## src/rtl/gcla_pkg.sv

```systemverilog
package gcla_pkg;
   // Default shape of the adder: slice width and slice count.
   parameter int unsigned GCLA_GRP_W  = 4;
   parameter int unsigned GCLA_NGRP   = 4;
   parameter int unsigned GCLA_WIDTH  = GCLA_GRP_W * GCLA_NGRP;
endpackage

```

## src/rtl/gcla_lookahead.sv

```systemverilog
// Flat sum-of-products lookahead over W (generate, propagate) pairs.
// carry_o[i] is the carry into position i (1..W-1). blk_gen_o and blk_prop_o
// summarise the whole span so a higher level can form the span's carry-out.
module gcla_lookahead #(
   parameter int unsigned W = 4
) (
   input  logic [W-1:0] gen_i,
   input  logic [W-1:0] prop_i,
   input  logic         cin_i,
   output logic [W-1:1] carry_o,
   output logic         blk_gen_o,
   output logic         blk_prop_o
);
   if (W < 2) begin : g_bad_w
      $error("gcla_lookahead: W must be at least 2");
   end

   always_comb begin
      logic acc;
      logic term;
      carry_o = '0;
      for (int i = 1; i < W; i++) begin
         acc = 1'b0;
         for (int j = 0; j < i; j++) begin
            term = gen_i[j];
            for (int k = j + 1; k < i; k++) term = term & prop_i[k];
            acc = acc | term;
         end
         term = cin_i;
         for (int k = 0; k < i; k++) term = term & prop_i[k];
         carry_o[i] = acc | term;
      end
   end

   always_comb begin
      logic acc;
      logic term;
      acc = 1'b0;
      for (int j = 0; j < W; j++) begin
         term = gen_i[j];
         for (int k = j + 1; k < W; k++) term = term & prop_i[k];
         acc = acc | term;
      end
      blk_gen_o = acc;
   end

   assign blk_prop_o = &prop_i;
endmodule

```

## src/rtl/gcla_group.sv

```systemverilog
// One slice: per-bit generate/propagate, local lookahead, sum bits.
module gcla_group #(
   parameter int unsigned W = 4
) (
   input  logic [W-1:0] a_i,
   input  logic [W-1:0] b_i,
   input  logic         cin_i,
   output logic [W-1:0] sum_o,
   output logic         gg_o,
   output logic         gp_o
);
   logic [W-1:0] bit_gen;
   logic [W-1:0] bit_prop;
   logic [W-1:1] inner_c;
   logic [W-1:0] c_at;

   for (genvar i = 0; i < W; i++) begin : g_bit
      assign bit_gen[i]  = a_i[i] & b_i[i];
      assign bit_prop[i] = a_i[i] | b_i[i];
   end

   gcla_lookahead #(.W(W)) u_la (
      .gen_i      (bit_gen),
      .prop_i     (bit_prop),
      .cin_i      (cin_i),
      .carry_o    (inner_c),
      .blk_gen_o  (gg_o),
      .blk_prop_o (gp_o)
   );

   assign c_at = {inner_c, cin_i};

   for (genvar i = 0; i < W; i++) begin : g_sum
      assign sum_o[i] = a_i[i] ^ b_i[i] ^ c_at[i];
   end
endmodule

```

## src/rtl/gcla16_adder.sv

```systemverilog
// Two-level group carry-lookahead adder: NGRP slices of GRP_W bits, with a
// second lookahead stage that forms every slice carry-in directly.
module gcla16_adder #(
   parameter int unsigned GRP_W = gcla_pkg::GCLA_GRP_W,
   parameter int unsigned NGRP  = gcla_pkg::GCLA_NGRP,
   localparam int unsigned WIDTH = GRP_W * NGRP
) (
   input  logic [WIDTH-1:0] a_i,
   input  logic [WIDTH-1:0] b_i,
   input  logic             cin_i,
   output logic [WIDTH-1:0] sum_o,
   output logic             cout_o,
   output logic             grp_gen_o,
   output logic             grp_prop_o
);
   if (GRP_W < 2 || NGRP < 2) begin : g_bad_shape
      $error("gcla16_adder: GRP_W and NGRP must each be at least 2");
   end
   if (WIDTH != 16) begin : g_bad_width
      $error("gcla16_adder: the adder is defined for 16 bits only");
   end

   logic [NGRP-1:0] slice_gg;
   logic [NGRP-1:0] slice_gp;
   logic [NGRP-1:1] slice_cin;
   logic [NGRP-1:0] c_into;

   gcla_lookahead #(.W(NGRP)) u_level2 (
      .gen_i      (slice_gg),
      .prop_i     (slice_gp),
      .cin_i      (cin_i),
      .carry_o    (slice_cin),
      .blk_gen_o  (grp_gen_o),
      .blk_prop_o (grp_prop_o)
   );

   assign c_into = {slice_cin, cin_i};

   for (genvar g = 0; g < NGRP; g++) begin : g_slice
      gcla_group #(.W(GRP_W)) u_grp (
         .a_i   (a_i[g*GRP_W +: GRP_W]),
         .b_i   (b_i[g*GRP_W +: GRP_W]),
         .cin_i (c_into[g]),
         .sum_o (sum_o[g*GRP_W +: GRP_W]),
         .gg_o  (slice_gg[g]),
         .gp_o  (slice_gp[g])
      );
   end

   // Final carry, flat: whole-word generate plus whole-word propagate with c0.
   assign cout_o = grp_gen_o | (grp_prop_o & cin_i);
endmodule

```

## config.mk

```make
export PLATFORM = sky130hd
export DESIGN_NAME = gcla16_adder
export DESIGN_NICKNAME = d
export VERILOG_FILES = /design/src/rtl/gcla_pkg.sv /design/src/rtl/gcla_lookahead.sv /design/src/rtl/gcla_group.sv /design/src/rtl/gcla16_adder.sv
export SDC_FILE = /design/constraint.sdc
export NUM_CORES = 1
export LEC_CHECK = 0
export BUFFER_PORTS_ARGS = -buffer_cell sky130_fd_sc_hd__buf_2
export CAP_MARGIN = 20
export CORE_MARGIN = 10
export CORE_UTILIZATION = 55
export DETAILED_ROUTE_END_ITERATION = 8
export PLACE_DENSITY = 0.91
export SLEW_MARGIN = 10
export SYNTH_ARGS = -nofsm -noshare
export SYNTH_HDL_FRONTEND = slang
export SYNTH_SLANG_ARGS = --single-unit
```

## constraint.sdc

```tcl
create_clock -name vclk -period 8.3
set_clock_uncertainty 0.2 [all_clocks]
set_input_delay 2.49 -clock vclk [all_inputs]
set_output_delay 2.49 -clock vclk [all_outputs]
set_load 0.1 [all_outputs]
```

==> impl_metrics.env, run 1 <==
export IMPL_antenna_found_initial=0
export IMPL_regArea_um2=0
export IMPL_post_place_ws_ns=0.746
export IMPL_fin_ws_ns=0.737
export IMPL_multi_input_area_mm2=0.00102
export IMPL_cp_required_ns=5.61
export IMPL_cp_end_kind="primary output"
export IMPL_rows=16
export IMPL_io_pins=52
export IMPL_p_total_w=0.000230
export IMPL_via_count=1147
export IMPL_finalSetupViolCount=0
export IMPL_clock_buffers=0
export IMPL_synthTopCellsByArea="ha_1 (34%), inv_1 (13%), fa_1 (6.9%)"
export IMPL_max_slew_margin=0.671
export IMPL_start_kind="input port"
export IMPL_viasPerCell=5.05
export IMPL_max_slew_worst_pin_slew_ns=0.497
export IMPL_slowest_delay_ns=0.45
export IMPL_cts_resized=0
export IMPL_hpwl_um=2790
export IMPL_portBuffers=52
export IMPL_yosysWarningCount=0
export IMPL_die_h_um=65.9
export IMPL_drt_iter0_markers=18
export IMPL_hold_path_class="in -> out"
export IMPL_yosysTopAreaCell="ha_1"
export IMPL_avgSynthCellArea_um2=7.85
export IMPL_instances_no_fill=227
export IMPL_path_class="in -> out"
export IMPL_gp_congestion=0.800
export IMPL_area_delta_synth_final_pct=26.2
export IMPL_ant_nets=0
export IMPL_grt_overflow=0
export IMPL_crit_fanout=6
export IMPL_synth_cell_types=40
export IMPL_crit_path_top_delay_cell="buf_2"
export IMPL_cts_hold_buffers_added=0
export IMPL_fp_dieW_um=65.9
export IMPL_post_synth_top_count_cell="inv_1"
export IMPL_core_mm2=0.00198
export IMPL_hold_violations=0
export IMPL_crit_top_cell="buf_2"
export IMPL_synth_fp_nets=217
export IMPL_finalNetCount=271
export IMPL_fillers=161
export IMPL_yosys_area_top_type_share=0.345
export IMPL_finalCritPeriodShare=0.911
export IMPL_grt_pass1_wl_um=4890
export IMPL_initial_core_util=0.586
export IMPL_p_per_area_mw_per_mm2=157
export IMPL_drtPass1Iterations=4
export IMPL_rsz0062_at_grt="false"
export IMPL_drc=0
export IMPL_wire_per_inst_um=13.2
export IMPL_critPathTopFamily="buffers and inverters"
export IMPL_ir_drop_mv=0.109
export IMPL_leakagePower_nw=0.859
export IMPL_maxSlewViolCount=0
export IMPL_cts_repair_timing_setup_buffer_count=0
export IMPL_synth_common_cells="inv_1 (40), ha_1 (32), xor2_1 (8)"
export IMPL_period_minus_slack_ns=7.56
export IMPL_first_global_vias=1257
export IMPL_status="complete, no violations"
export IMPL_drive_gt1_frac=0.355
export IMPL_cap_violations=0
export IMPL_sequential_cell_total=0
export IMPL_num_antenna_cells=0
export IMPL_fmax_mhz=132
export IMPL_wl_um=3010
export IMPL_dp_cells=227
export IMPL_cp_cell_sequence="buf_2 > ha_1 > nor2b_1 > o21ai_2 > nand3_2 > a21oi_2 > inv_2 > a21o_1 > fa_1 > xor2_1 > buf_2"
export IMPL_dieArea_mm2=0.00435
export IMPL_grt_usage=0.129
export IMPL_fin_setup_tns_ns=0
export IMPL_cp_arrival_ns=4.87
export IMPL_critPathBufInv=3
export IMPL_synth_seq_area_share=0
export IMPL_synth_area_mm2=0.00116
export IMPL_syn_inst=148
export IMPL_grt_start_max_net_pins=7
final timing paths:
path	start	endpoint	slack [ns]	cells after the start
setup / recovery	a_i[0]	sum_o[13]	0.74	11
hold / removal	b_i[9]	sum_o[9]	5.40	5
worst min-delay path, stage by stage:
cell    delay [ns]
buf_2         0.11
inv_1         0.05
ha_1          0.12
xor2_1        0.06
buf_2         0.28
where the power goes:
part	leakage [nW]	switching [W]	internal, W
sequential	0	0	0
combinational	0.859	0.000184	0.0000461
clock	0	0	0
kinds of logic after synthesis:
| logic type | synth area share |
|---|---|
| mux | 0.00862 |
| compound gates | 0.172 |
| xor+xnor | 0.0754 |
| buf+inv | 0.133 |
| fa+ha+maj | 0.414 |
| simple gates | 0.197 |
final cells by class:
cell class         count  area share
inverters             41       0.105
multi-input cells    107       0.694
well taps             27      0.0231
repair buffers        52       0.178
layout by cell type (no fill, tap or decap), types with 2 or more instances in the layout:
cell	count
ha_1	32
o311ai_0	2
o21ai_0	3
fa_1	4
nand2_1	3
a21oi_1	6
nor4_1	2
xor2_1	8
o21bai_1	2
nor2_1	7
or2_2	2
nand2b_1	2
xnor2_1	2
nor3_1	2
nor4_4	2
inv_1	40
a211oi_2	2
nand3_1	2
nor2b_1	3
buf_2	52
a21oi_2	2
layer usage:
layer | global-route usage | part of all wire | vias up
met5 | 0 | 0 | -
met4 | 0.0209 | 0.013 | 0
met3 | 0.0407 | 0.080 | 4
met2 | 0.262 | 0.53 | 35
met1 | 0.124 | 0.38 | 523
li1 | - | - | 585
through the flow:
stage | hold WS [ns] | util | area [µm²]
2_1_floorplan | 5.33 | - | 1170
3_3_place_gp | 5.38 | 0.739 | 1470
3_5_place_dp | 5.40 | 0.739 | 1470
4_1_cts | 5.40 | 0.739 | 1470
5_1_grt | 5.43 | 0.739 | 1470
6_report | 5.40 | 0.739 | 1470
Note: power is estimated with default switching activity, not from simulation.
==> run 2, diff against run 1 <==
ABC_AREA = 1   (was unset)
==> run 2 against run 1 <==
  * Design area is 0.77% higher
  * Critical endpoint unchanged
  * First-iteration DRC count is 5.6% lower
  * Setup slack better by 0.49 ns
  * Highest routed layer unchanged
==> impl_metrics.env, run 2 <==
export IMPL_num_antenna_cells=0
export IMPL_p_per_area_mw_per_mm2=147
export IMPL_worstSetupEndpoint="sum_o[13]"
export IMPL_crit_cells=13
export IMPL_drt_iter0_markers=17
export IMPL_cp_end_kind="primary output"
export IMPL_cap_violations=0
export IMPL_avgSynthCellArea_um2=6.41
export IMPL_ir_drop_mv=0.113
export IMPL_utilization=0.738
export IMPL_fin_setup_tns_ns=0
export IMPL_area_delta_synth_final_pct=25.8
export IMPL_path_class="in -> out"
export IMPL_synth_seq_area_share=0
export IMPL_grt_usage=0.113
export IMPL_max_slew_margin=0.670
export IMPL_fmax_mhz=141
export IMPL_hold_path_class="in -> out"
export IMPL_fillers=190
export IMPL_portBuffers=52
export IMPL_hpwl_um=2400
export IMPL_synth_area_mm2=0.00117
export IMPL_seqPwrFrac=0
export IMPL_cts_repair_timing_setup_buffer_count=0
export IMPL_post_synth_top_count_cell="inv_1"
export IMPL_p_total_w=0.000217
export IMPL_synthTopCellsByArea="ha_1 (34%), inv_1 (19%), nand2_1 (12%)"
export IMPL_yosysTopAreaCell="ha_1"
export IMPL_finalNetCount=306
export IMPL_first_global_vias=1167
export IMPL_crit_top_cell="nand2_1"
export IMPL_layout_commonest_cell="inv_1"
export IMPL_cp_cell_sequence="buf_2 > inv_1 > ha_1 > inv_1 > nand2_1 > nand2_1 > nand2_1 > nand2_1 > nor2_1 > nand4_2 > fa_1 > xor2_1 > buf_2"
export IMPL_leakagePower_nw=0.985
export IMPL_slowest_delay_ns=0.44
export IMPL_drc=0
export IMPL_synth_common_cells="inv_1 (58), nand2_1 (36), ha_1 (32)"
export IMPL_finalSetupViolCount=0
export IMPL_die_h_um=66.2
export IMPL_period_minus_slack_ns=7.07
export IMPL_synth_fp_nets=252
export IMPL_yosysWarningCount=0
export IMPL_syn_inst=183
export IMPL_initial_core_util=0.586
export IMPL_viasPerCell=4.52
export IMPL_dieArea_mm2=0.00438
export IMPL_crit_path_top_delay_cell="buf_2"
export IMPL_synth_cell_types=23
export IMPL_max_slew_worst_pin_slew_ns=0.499
export IMPL_via_count=1184
export IMPL_start_kind="input port"
export IMPL_critPathBufInv=4
export IMPL_cts_resized=0
export IMPL_maxSlewViolCount=0
export IMPL_hold_violations=0
export IMPL_clock_buffers=0
export IMPL_antenna_found_initial=0
export IMPL_cts_hold_buffers_added=0
export IMPL_cp_arrival_ns=4.38
export IMPL_netSwitchingFraction=0.809
export IMPL_layout_common_cells="inv_1 (58), buf_2 (52), nand2_1 (36)"
export IMPL_multi_input_area_um2=961
export IMPL_status="complete, no violations"
export IMPL_grt_pass1_wl_um=4400
export IMPL_finalHoldWorstSlack_ns=5.33
export IMPL_p_switching_w=0.000175
export IMPL_grt_start_max_net_pins=5
export IMPL_wl_um=2480
export IMPL_core_mm2=0.00200
export IMPL_grt_overflow=0
export IMPL_drtPass1Iterations=4
export IMPL_critPathTopFamily="buffers and inverters"
export IMPL_regArea_um2=0
export IMPL_critPathLaunch="a_i[9]"
export IMPL_io_pins=52
export IMPL_pwr_share_comb=1.000
export IMPL_finalCritPeriodShare=0.852
export IMPL_cp_required_ns=5.61
export IMPL_ant_nets=0
export IMPL_yosys_area_top_type_share=0.341
export IMPL_fp_dieW_um=66.2
export IMPL_wire_per_inst_um=9.45
export IMPL_clockPowerShare=0
export IMPL_internal_power_w=0.0000413
export IMPL_rsz0062_at_grt="false"
export IMPL_gp_congestion=0.756
export IMPL_crit_fanout=3
export IMPL_sequential_cell_total=0
export IMPL_rows=16
export IMPL_drive_gt1_frac=0.277
==> run 2: cell count changes after synthesis, sizes merged, moves of 3 or more <==
| cell | previous run | this run |
|---|---|---|
| a211oi | 3 | 0 |
| inv | 41 | 59 |
| nand2 | 3 | 38 |
| nand3 | 3 | 11 |
| nor2 | 7 | 15 |
| nor2b | 4 | 0 |
| nor4 | 5 | 1 |
| o21ai | 4 | 1 |
| o311ai | 3 | 0 |
| xor2 | 8 | 5 |
==> run 2: area by class of cell <==
type,instances,share of cell area
inverter,59,0.150
timing repair buffer,52,0.176
multi-input combinational,124,0.651
tap,27,0.0229
==> run 2: metrics by stage <==
stage / worst slack, ns / std cells / cell area [µm²]
5_1_grt: 1.04 / 262 / 1480
2_1_floorplan: 0.585 / 183 / 1180
3_5_place_dp: 1.22 / 262 / 1480
4_1_cts: 1.22 / 262 / 1480
6_report: 1.23 / 262 / 1480
3_3_place_gp: 1.24 / 262 / 1480
==> run 2: cell families (layout without fill, tap and decap cells) <==
kind of cell / after synthesis / count (layout) / share of synthesized area
fa+ha+maj: 36 / 36 / 0.409
compound gates: 10 / 10 / 0.0565
buf+inv: 59 / 111 / 0.189
simple gates: 70 / 70 / 0.286
xor+xnor: 8 / 8 / 0.0597
==> run 2: worst min-delay path by stage <==
stage | startpoint | end | slack (ns) | cells past startpoint
2_1_floorplan | b_i[0] | grp_prop_o | 5.26 | 5
3_3_place_gp | cin_i | cout_o | 5.35 | 4
3_5_place_dp | cin_i | cout_o | 5.34 | 4
4_1_cts | cin_i | cout_o | 5.34 | 4
5_1_grt | cin_i | cout_o | 5.37 | 4
6_report | cin_i | cout_o | 5.33 | 4
==> run 2: power by group through the flow <==
stage | clock, W | combinational [W] | sequential, W
6_report | 0 | 0.000217 | 0
5_1_grt | 0 | 0.000232 | 0
4_1_cts | 0 | 0.000219 | 0
3_5_place_dp | 0 | 0.000218 | 0
3_3_place_gp | 0 | 0.000216 | 0
2_1_floorplan | 0 | 0.000185 | 0
==> run 2: worst min-delay path: stages <==
cell and delay, ns:
buf_2 0.13, nand2_1 0.07, nand3_1 0.06, buf_2 0.29
==> run 2: routing by layer <==
| metal | global-route usage | vias up | share of wire | wire length [µm] |
|---|---|---|---|---|
| li1 | - | 639 | - | - |
| met1 | 0.114 | 517 | 0.39 | 977 |
| met2 | 0.237 | 26 | 0.54 | 1340 |
| met3 | 0.0220 | 2 | 0.057 | 142 |
| met4 | 0.00785 | 0 | 0.0077 | 19 |
| met5 | 0 | - | 0 | 0 |
